[src/rtl/flash_cmd_pkg.sv]
package flash_cmd_pkg;

  localparam int BYTE_W = 8;

  localparam logic [BYTE_W-1:0] OP_READ  = 8'h00;
  localparam logic [BYTE_W-1:0] OP_IDENT = 8'h90;
  localparam logic [BYTE_W-1:0] OP_ERASE = 8'h20;
  localparam logic [BYTE_W-1:0] OP_PROG  = 8'h40;
  localparam logic [BYTE_W-1:0] OP_EVFY  = 8'hA0;
  localparam logic [BYTE_W-1:0] OP_PVFY  = 8'hC0;
  localparam logic [BYTE_W-1:0] OP_RESET = 8'hFF;

  typedef enum logic [3:0] {
    ST_READ,
    ST_IDENT,
    ST_ERS_SET,
    ST_ERS_RUN,
    ST_PGM_SET,
    ST_PGM_RUN,
    ST_EVFY,
    ST_PVFY,
    ST_RST_SET,
    ST_HALT
  } st_e;

  typedef enum logic [2:0] {
    CMD_READ,
    CMD_IDENT,
    CMD_ERASE,
    CMD_PROG,
    CMD_EVFY,
    CMD_PVFY,
    CMD_RESET,
    CMD_BAD
  } cmd_e;

  // Mode entered when a byte is taken as the first write of a command
  function automatic st_e first_state(cmd_e c);
    st_e s;
    case (c)
      CMD_READ:  s = ST_READ;
      CMD_IDENT: s = ST_IDENT;
      CMD_ERASE: s = ST_ERS_SET;
      CMD_PROG:  s = ST_PGM_SET;
      CMD_EVFY:  s = ST_EVFY;
      CMD_PVFY:  s = ST_PVFY;
      CMD_RESET: s = ST_RST_SET;
      default:   s = ST_READ;
    endcase
    return s;
  endfunction

endpackage

[src/rtl/flash_rst_sync.sv]
module flash_rst_sync #(
  parameter int STAGES = 2
) (
  input  logic clk,
  input  logic rst_n_in,
  output logic rst_n_out
);

  logic [STAGES-1:0] sync_q;

  always_ff @(posedge clk or negedge rst_n_in) begin
    if (!rst_n_in) begin
      sync_q <= '0;
    end else begin
      sync_q <= {sync_q[STAGES-2:0], 1'b1};
    end
  end

  assign rst_n_out = sync_q[STAGES-1];

endmodule

[src/rtl/flash_cmd_decode.sv]
module flash_cmd_decode
  import flash_cmd_pkg::*;
(
  input  logic [BYTE_W-1:0] byte_in,
  output cmd_e              cmd
);

  always_comb begin
    case (byte_in)
      OP_READ:  cmd = CMD_READ;
      OP_IDENT: cmd = CMD_IDENT;
      OP_ERASE: cmd = CMD_ERASE;
      OP_PROG:  cmd = CMD_PROG;
      OP_EVFY:  cmd = CMD_EVFY;
      OP_PVFY:  cmd = CMD_PVFY;
      OP_RESET: cmd = CMD_RESET;
      default:  cmd = CMD_BAD;
    endcase
  end

endmodule

[src/rtl/flash_stop_timer.sv]
module flash_stop_timer #(
  parameter int LIMIT = 100000
) (
  input  logic clk,
  input  logic rst_n,
  input  logic run,
  output logic hit
);

  localparam int CW = $clog2(LIMIT + 1);
  localparam logic [CW-1:0] LAST = CW'(LIMIT - 1);

  logic [CW-1:0] cnt_q, cnt_d;

  assign hit = run && (cnt_q == LAST);

  always_comb begin
    cnt_d = cnt_q;
    if (!run) begin
      cnt_d = '0;
    end else if (!hit) begin
      cnt_d = cnt_q + 1'b1;
    end
  end

  always_ff @(posedge clk or negedge rst_n) begin
    if (!rst_n) begin
      cnt_q <= '0;
    end else begin
      cnt_q <= cnt_d;
    end
  end

endmodule

[src/rtl/flash_cmd_fsm.sv]
module flash_cmd_fsm
  import flash_cmd_pkg::*;
#(
  parameter int ADDR_W = 17
) (
  input  logic              clk,
  input  logic              rst_n,
  input  logic              vpp_hi,
  input  logic              lockout,
  input  logic              wr_en,
  input  logic [ADDR_W-1:0] wr_addr,
  input  logic [BYTE_W-1:0] wr_data,
  input  cmd_e              cmd,
  input  logic              tmo_hit,
  output st_e               state,
  output logic              erase_go,
  output logic              prog_go,
  output logic              timeout,
  output logic [ADDR_W-1:0] prog_addr,
  output logic [BYTE_W-1:0] prog_data,
  output logic [ADDR_W-1:0] vfy_addr
);

  st_e  state_q, state_d;
  logic ers_d, pgm_d, tmo_d;
  logic pgm_lat, vfy_lat;
  logic acc;

  assign acc = wr_en && vpp_hi && !lockout;

  always_comb begin
    state_d = state_q;
    ers_d   = 1'b0;
    pgm_d   = 1'b0;
    tmo_d   = 1'b0;
    pgm_lat = 1'b0;
    vfy_lat = 1'b0;
    if (!vpp_hi) begin
      state_d = ST_READ;
    end else if (acc) begin
      case (state_q)
        ST_ERS_SET: begin
          if (cmd == CMD_ERASE) begin
            state_d = ST_ERS_RUN;
            ers_d   = 1'b1;
          end else begin
            state_d = ST_READ;
          end
        end
        ST_PGM_SET: begin
          state_d = ST_PGM_RUN;
          pgm_d   = 1'b1;
          pgm_lat = 1'b1;
        end
        ST_RST_SET: begin
          if (cmd == CMD_RESET) begin
            state_d = ST_READ;
          end else begin
            state_d = first_state(cmd);
            vfy_lat = (cmd == CMD_EVFY);
          end
        end
        default: begin
          state_d = first_state(cmd);
          vfy_lat = (cmd == CMD_EVFY);
        end
      endcase
    end else if (tmo_hit) begin
      state_d = ST_HALT;
      tmo_d   = 1'b1;
    end
  end

  always_ff @(posedge clk or negedge rst_n) begin
    if (!rst_n) begin
      state_q  <= ST_READ;
      erase_go <= 1'b0;
      prog_go  <= 1'b0;
      timeout  <= 1'b0;
    end else begin
      state_q  <= state_d;
      erase_go <= ers_d;
      prog_go  <= pgm_d;
      timeout  <= tmo_d;
    end
  end

  always_ff @(posedge clk or negedge rst_n) begin
    if (!rst_n) begin
      prog_addr <= '0;
      prog_data <= '0;
    end else if (pgm_lat) begin
      prog_addr <= wr_addr;
      prog_data <= wr_data;
    end
  end

  always_ff @(posedge clk or negedge rst_n) begin
    if (!rst_n) begin
      vfy_addr <= '0;
    end else if (vfy_lat) begin
      vfy_addr <= wr_addr;
    end
  end

  assign state = state_q;

endmodule

[src/rtl/flash_out_mux.sv]
module flash_out_mux
  import flash_cmd_pkg::*;
#(
  parameter int              ADDR_W   = 17,
  parameter logic [BYTE_W-1:0] MFR_CODE = 8'h20,
  parameter logic [BYTE_W-1:0] DEV_CODE = 8'h07
) (
  input  logic              clk,
  input  logic              rst_n,
  input  st_e               state,
  input  logic              rd_en,
  input  logic [ADDR_W-1:0] rd_addr,
  input  logic [ADDR_W-1:0] vfy_addr,
  input  logic [ADDR_W-1:0] prog_addr,
  input  logic [BYTE_W-1:0] arr_q,
  output logic [ADDR_W-1:0] arr_addr,
  output logic [BYTE_W-1:0] dout
);

  logic [BYTE_W-1:0] dout_d;

  always_comb begin
    case (state)
      ST_EVFY: arr_addr = vfy_addr;
      ST_PVFY: arr_addr = prog_addr;
      default: arr_addr = rd_addr;
    endcase
  end

  always_comb begin
    case (state)
      ST_READ, ST_EVFY, ST_PVFY: dout_d = arr_q;
      ST_IDENT:                  dout_d = rd_addr[0] ? DEV_CODE : MFR_CODE;
      default:                   dout_d = '0;
    endcase
  end

  always_ff @(posedge clk or negedge rst_n) begin
    if (!rst_n) begin
      dout <= '0;
    end else if (rd_en) begin
      dout <= dout_d;
    end
  end

endmodule

[src/rtl/flash_cmd_ctrl.sv]
module flash_cmd_ctrl
  import flash_cmd_pkg::*;
#(
  parameter int              ADDR_W      = 17,
  parameter int              STOP_CYCLES = 100000,
  parameter int              RST_STAGES  = 2,
  parameter logic [BYTE_W-1:0] MFR_CODE    = 8'h20,
  parameter logic [BYTE_W-1:0] DEV_CODE    = 8'h07
) (
  input  logic              clk,
  input  logic              rst_n,
  input  logic              vpp_hi,
  input  logic              lockout,
  input  logic              wr_en,
  input  logic [ADDR_W-1:0] wr_addr,
  input  logic [BYTE_W-1:0] wr_data,
  input  logic              rd_en,
  input  logic [ADDR_W-1:0] rd_addr,
  input  logic [BYTE_W-1:0] arr_q,
  output logic [ADDR_W-1:0] arr_addr,
  output logic [BYTE_W-1:0] dout,
  output logic              rd_array,
  output logic              ident,
  output logic              verify,
  output logic              busy,
  output logic              erase_go,
  output logic              prog_go,
  output logic [ADDR_W-1:0] prog_addr,
  output logic [BYTE_W-1:0] prog_data,
  output logic              timeout
);

  logic              rst_n_s;
  cmd_e              cmd;
  st_e               state;
  logic              tmo_hit;
  logic [ADDR_W-1:0] vfy_addr;

  flash_rst_sync #(.STAGES(RST_STAGES)) u_rst (
    .clk       (clk),
    .rst_n_in  (rst_n),
    .rst_n_out (rst_n_s)
  );

  flash_cmd_decode u_dec (
    .byte_in (wr_data),
    .cmd     (cmd)
  );

  flash_cmd_fsm #(.ADDR_W(ADDR_W)) u_fsm (
    .clk       (clk),
    .rst_n     (rst_n_s),
    .vpp_hi    (vpp_hi),
    .lockout   (lockout),
    .wr_en     (wr_en),
    .wr_addr   (wr_addr),
    .wr_data   (wr_data),
    .cmd       (cmd),
    .tmo_hit   (tmo_hit),
    .state     (state),
    .erase_go  (erase_go),
    .prog_go   (prog_go),
    .timeout   (timeout),
    .prog_addr (prog_addr),
    .prog_data (prog_data),
    .vfy_addr  (vfy_addr)
  );

  assign busy     = (state == ST_ERS_RUN) || (state == ST_PGM_RUN);
  assign rd_array = (state == ST_READ);
  assign ident    = (state == ST_IDENT);
  assign verify   = (state == ST_EVFY) || (state == ST_PVFY);

  flash_stop_timer #(.LIMIT(STOP_CYCLES)) u_tmr (
    .clk   (clk),
    .rst_n (rst_n_s),
    .run   (busy),
    .hit   (tmo_hit)
  );

  flash_out_mux #(
    .ADDR_W   (ADDR_W),
    .MFR_CODE (MFR_CODE),
    .DEV_CODE (DEV_CODE)
  ) u_out (
    .clk       (clk),
    .rst_n     (rst_n_s),
    .state     (state),
    .rd_en     (rd_en),
    .rd_addr   (rd_addr),
    .vfy_addr  (vfy_addr),
    .prog_addr (prog_addr),
    .arr_q     (arr_q),
    .arr_addr  (arr_addr),
    .dout      (dout)
  );

endmodule

[config.mk]
export PLATFORM = sky130hd
export DESIGN_NAME = flash_cmd_ctrl
export DESIGN_NICKNAME = d
export VERILOG_FILES = /design/src/rtl/flash_cmd_pkg.sv /design/src/rtl/flash_rst_sync.sv /design/src/rtl/flash_cmd_decode.sv /design/src/rtl/flash_stop_timer.sv /design/src/rtl/flash_cmd_fsm.sv /design/src/rtl/flash_out_mux.sv /design/src/rtl/flash_cmd_ctrl.sv
export SDC_FILE = /design/constraint.sdc
export NUM_CORES = 1
export LEC_CHECK = 0
export BUFFER_PORTS_ARGS = -buffer_cell sky130_fd_sc_hd__buf_2
export CORE_UTILIZATION = 52
export CTS_CLUSTER_SIZE = 16
export DETAILED_ROUTE_END_ITERATION = 7
export GPL_TIMING_DRIVEN = 0
export PLACE_DENSITY = 0.84
export REMOVE_ABC_BUFFERS = 1
export SYNTH_ARGS = -nofsm -noshare
export SYNTH_HDL_FRONTEND = slang
export SYNTH_SLANG_ARGS = --single-unit
[constraint.sdc]
create_clock -name clk -period 2.74 [get_ports clk]
set_input_delay 0.548 -clock clk [delete_from_list [all_inputs] [get_ports clk]]
set_output_delay 0.548 -clock clk [all_outputs]
set_load 0.05 [all_outputs]
==> impl_metrics.csv <==
group,metric,value,unit
cts,tritoncts,"yes",
route,wl_met3,472,µm
cts,clock_path_buffers,2,
sta,finalHoldViolCount,0,
global_route,grt_pass1_wl,13700,µm
floorplan,start_util,54.5,%
finish,areaGrowthSynthToFinish,24.1,%
global_route,antenna_found_initial,0,
synth,syn-cell-area,3760,µm²
cts,cts_buffers,9,
synth,synth_xor_area_share,4.19,%
route,antenna_left,0,
finish,final_area,4670,µm²
route,avgViaCountPerCell,5.35,
power,vdd_drop_max,0.391,mV
setup_path,critPathArrivalTime,2.06,ns
placed_design,dp.cells,583,
sta,finalCritPeriodShare,95.1,%
sta,worstMarginPinSlew,0.931,ns
sta,slew_headroom,37.9,%
sta,slew_violations,0,
flow_run,max_cap_violations,0,
synth,syn_inst,398,
floorplan,fp-row-count,30,
synth,yosysWarningCount,0,
route,drt_iter0_drc,156,
route,dr.pass1.iters,4,
route,routed_wl,8520,µm
setup_path,rrSetupSlack,0.22,ns
placed_design,numPortBuffers,112,
setup_path,cp.required,2.19,ns
finish,stdcell_count,601,
hold_path,hp-class,"flip-flop to flip-flop",
route,num_vias,3214,
floorplan,core_area,6910,µm²
synth,synth-seq-cells,76,
global_route,grt_max_degree,75,
status,outcome,"complete, no violations",
finish,diodes,0,
power,p_leak,0.00246,µW
floorplan,dieArea,7580,µm²
route,wirelength_met1,3610,µm
route,detailroute.wirelength.met2,4260,µm
synth,synth_cell_types,47,
sta,setup_violations,0,
sta,clock.fmax,384,MHz
synth,synthAdderAreaFrac,0.333,%
floorplan,io_pins,113,
global_route,grt.total_usage,23.6,%
hold_path,holdPathEnd,"u_rst.sync_q[1]",
floorplan,die_h,87.0,µm
setup_path,cp-end-kind,"output port",
synth,synthMuxAreaShare,10.9,%
hold_path,hold_path_depth,0,
hold_path,hold_start,"u_rst.sync_q[0]",
placed_design,place_area,4340,µm²
synth,yosysSeqAreaShare,50.6,%
cts,cts_root_buf,"clkbuf_8",
setup_path,r2r_end,"u_fsm.prog_data[5]",
sta,hold_slack,0.365,ns
global_route,grt_pass1_vias,3122,
placed_design,dp_hpwl,5740,µm
cts,cts.clk_slew.worst_paths,0.07,ns
synth,synth_ff_type,"dfrtp_1",
synth,synth_top_family_by_area,"simple AND/OR/NAND/NOR gates",
placed_design,dp_slack,-0.767,ns
synth,synth_async_sr_flop_share,100,%
cts,cts_sinks,76,
sta,layout_min_cycle_time,2.61,ns
route,routed.top_layer,"met4",
route,drc,0,
setup_path,worstPathMaxFanout,23,
sta,skew,0.00677,ns
power,powerDensity,556,nW/µm²
synth,synth-compound-area-share,8.35,%
setup_path,timing.rr.start,"u_fsm.state[0]",
finish,nets,557,
synth,syn_avg_cell_area,9.45,µm²
synth,synth_edf_count,0,
cts,cts_max_level,3,
setup_path,rr_worst_depth,5,
placed_design,place_congestion,0.835,
synth,synth_simple_gate_area_share,21.3,%
setup_path,start_kind,"flip-flop",
cts,clock_latency,0.34,ns
finish,drive_gt1_share,31.5,%
sta,fin_ws,0.134,ns
floorplan,die_x,87.0,µm
route,wire_per_inst,14.2,µm
sta,rsz0062_at_grt,"no",
global_route,grt_remaining_overflow,0,
setup_path,crit_type,"flip-flop to output port",
-- metal layers --
layer	track usage, %	up-vias
met5	0	-
met4	10.3	0
met3	5.40	16
met2	41.1	109
met1	27.9	1543
li1	-	1546
-- worst max-delay path, stage by stage, from the launching register on --
cell and delay, ns:
dfrtp_4 0.68, inv_1 0.15, or3_4 0.53, inv_1 0.10, buf_2 0.26
-- report_power, final --
| part | internal [µW] | total [µW] | switching [µW] | leakage, µW |
|---|---|---|---|---|
| combinational | 96.8 | 297 | 200 | 0.00129 |
| clock | 705 | 1100 | 395 | 0.000136 |
| sequential | 1150 | 1200 | 50.5 | 0.00104 |
| total | 1950 | 2590 | 645 | 0.00246 |
-- cells in the mapped netlist (4+ instances only) --
cell / instances / area (µm²)
nand2_1: 101 / 379
o21ai_0: 32 / 160
xnor2_1: 4 / 35.0
nor3_1: 5 / 25.0
clkbuf_1: 16 / 60.1
mux2_4: 10 / 150
nand3_1: 11 / 55.1
nand4_1: 6 / 37.5
nor2_1: 25 / 93.8
a21oi_1: 9 / 45.0
mux2i_1: 18 / 180
mux2_2: 7 / 78.8
buf_2: 4 / 20.0
xor2_1: 14 / 123
inv_1: 13 / 48.8
dfrtp_1: 76 / 1900
nor4_1: 4 / 25.0
-- metrics by stage --
step | power (µW) | TNS (ns) | utilization, %
after detailed placement | 1520 | -22.44 | 62.8
after global placement | 1510 | -40.89 | 62.8
after global routing | 2680 | 0 | 67.6
after CTS | 2610 | 0 | 67.0
final | 2590 | 0 | 67.6
after floorplan | 1400 | -6.67 | -
-- cells by family (layout without fill, tap and decap cells) --
family | count (synthesis) | count (layout)
simple gates | 176 | 176
flops | 76 | 76
compound gates | 54 | 54
buf+inv | 37 | 144
mux | 35 | 35
xor+xnor | 18 | 18
fa+ha+maj | 1 | 1
other cells | 1 | 1
-- what timing repair did --
| action | 4_1_cts | 5_1_grt |
|---|---|---|
| resized for setup | 5 | 4 |
| buffers inserted | 0 | 1 |
| hold buffers | 1 | 0 |
| setup endpoints to repair | 64 | 60 |
| hold endpoints to repair | 2 | 0 |
| pin swaps | 0 | 1 |
-- state kept, by name, indices dropped and copies added (netlist names) --
name	cells
u_fsm.prog_addr	17
u_fsm.vfy_addr	17
u_tmr.cnt_q	17
u_fsm.prog_data	8
u_out.dout	8
u_fsm.state	4
u_rst.sync_q	2
u_fsm.erase_go	1
u_fsm.prog_go	1
u_fsm.timeout	1
-- layout by cell type (no fill, tap or decap), drive strengths merged, types with 4 or more instances in the layout --
master / instances
xnor2: 4
nand4: 6
o21ai: 33
xor2: 14
nor2: 25
a21oi: 9
nor3: 6
inv: 12
nand3: 11
clkbuf: 13
nor4: 4
dfrtp: 76
buf: 113
mux2i: 18
mux2: 17
nand2: 101
-- layout make-up --
class                           count  area (µm²)
Tap cell                           96         120
Sequential cell                    76        1910
Clock buffer                       13         179
Clock inverter                      3        90.1
Fill cell                         568        2240
Multi-Input combinational cell    285        1720
Timing Repair Buffer              114         591
Inverter                           14        57.6
-- worst max-delay path by stage --
stage | end | depth (start not counted) | startpoint | slack (ns)
final | busy | 4 | u_fsm.state[0] | 0.13
after global routing | busy | 4 | u_fsm.state[0] | 0.04
after CTS | arr_addr[7] | 4 | u_fsm.state[2] | 0.01
after detailed placement | u_fsm.state[2] | 4 | u_fsm.state[0] | -0.77
after global placement | u_fsm.state[2] | 4 | u_fsm.state[0] | -0.77
after floorplan | u_out.dout[0] | 4 | u_fsm.state[0] | -0.65
Note: power is estimated with default switching activity, not from simulation.
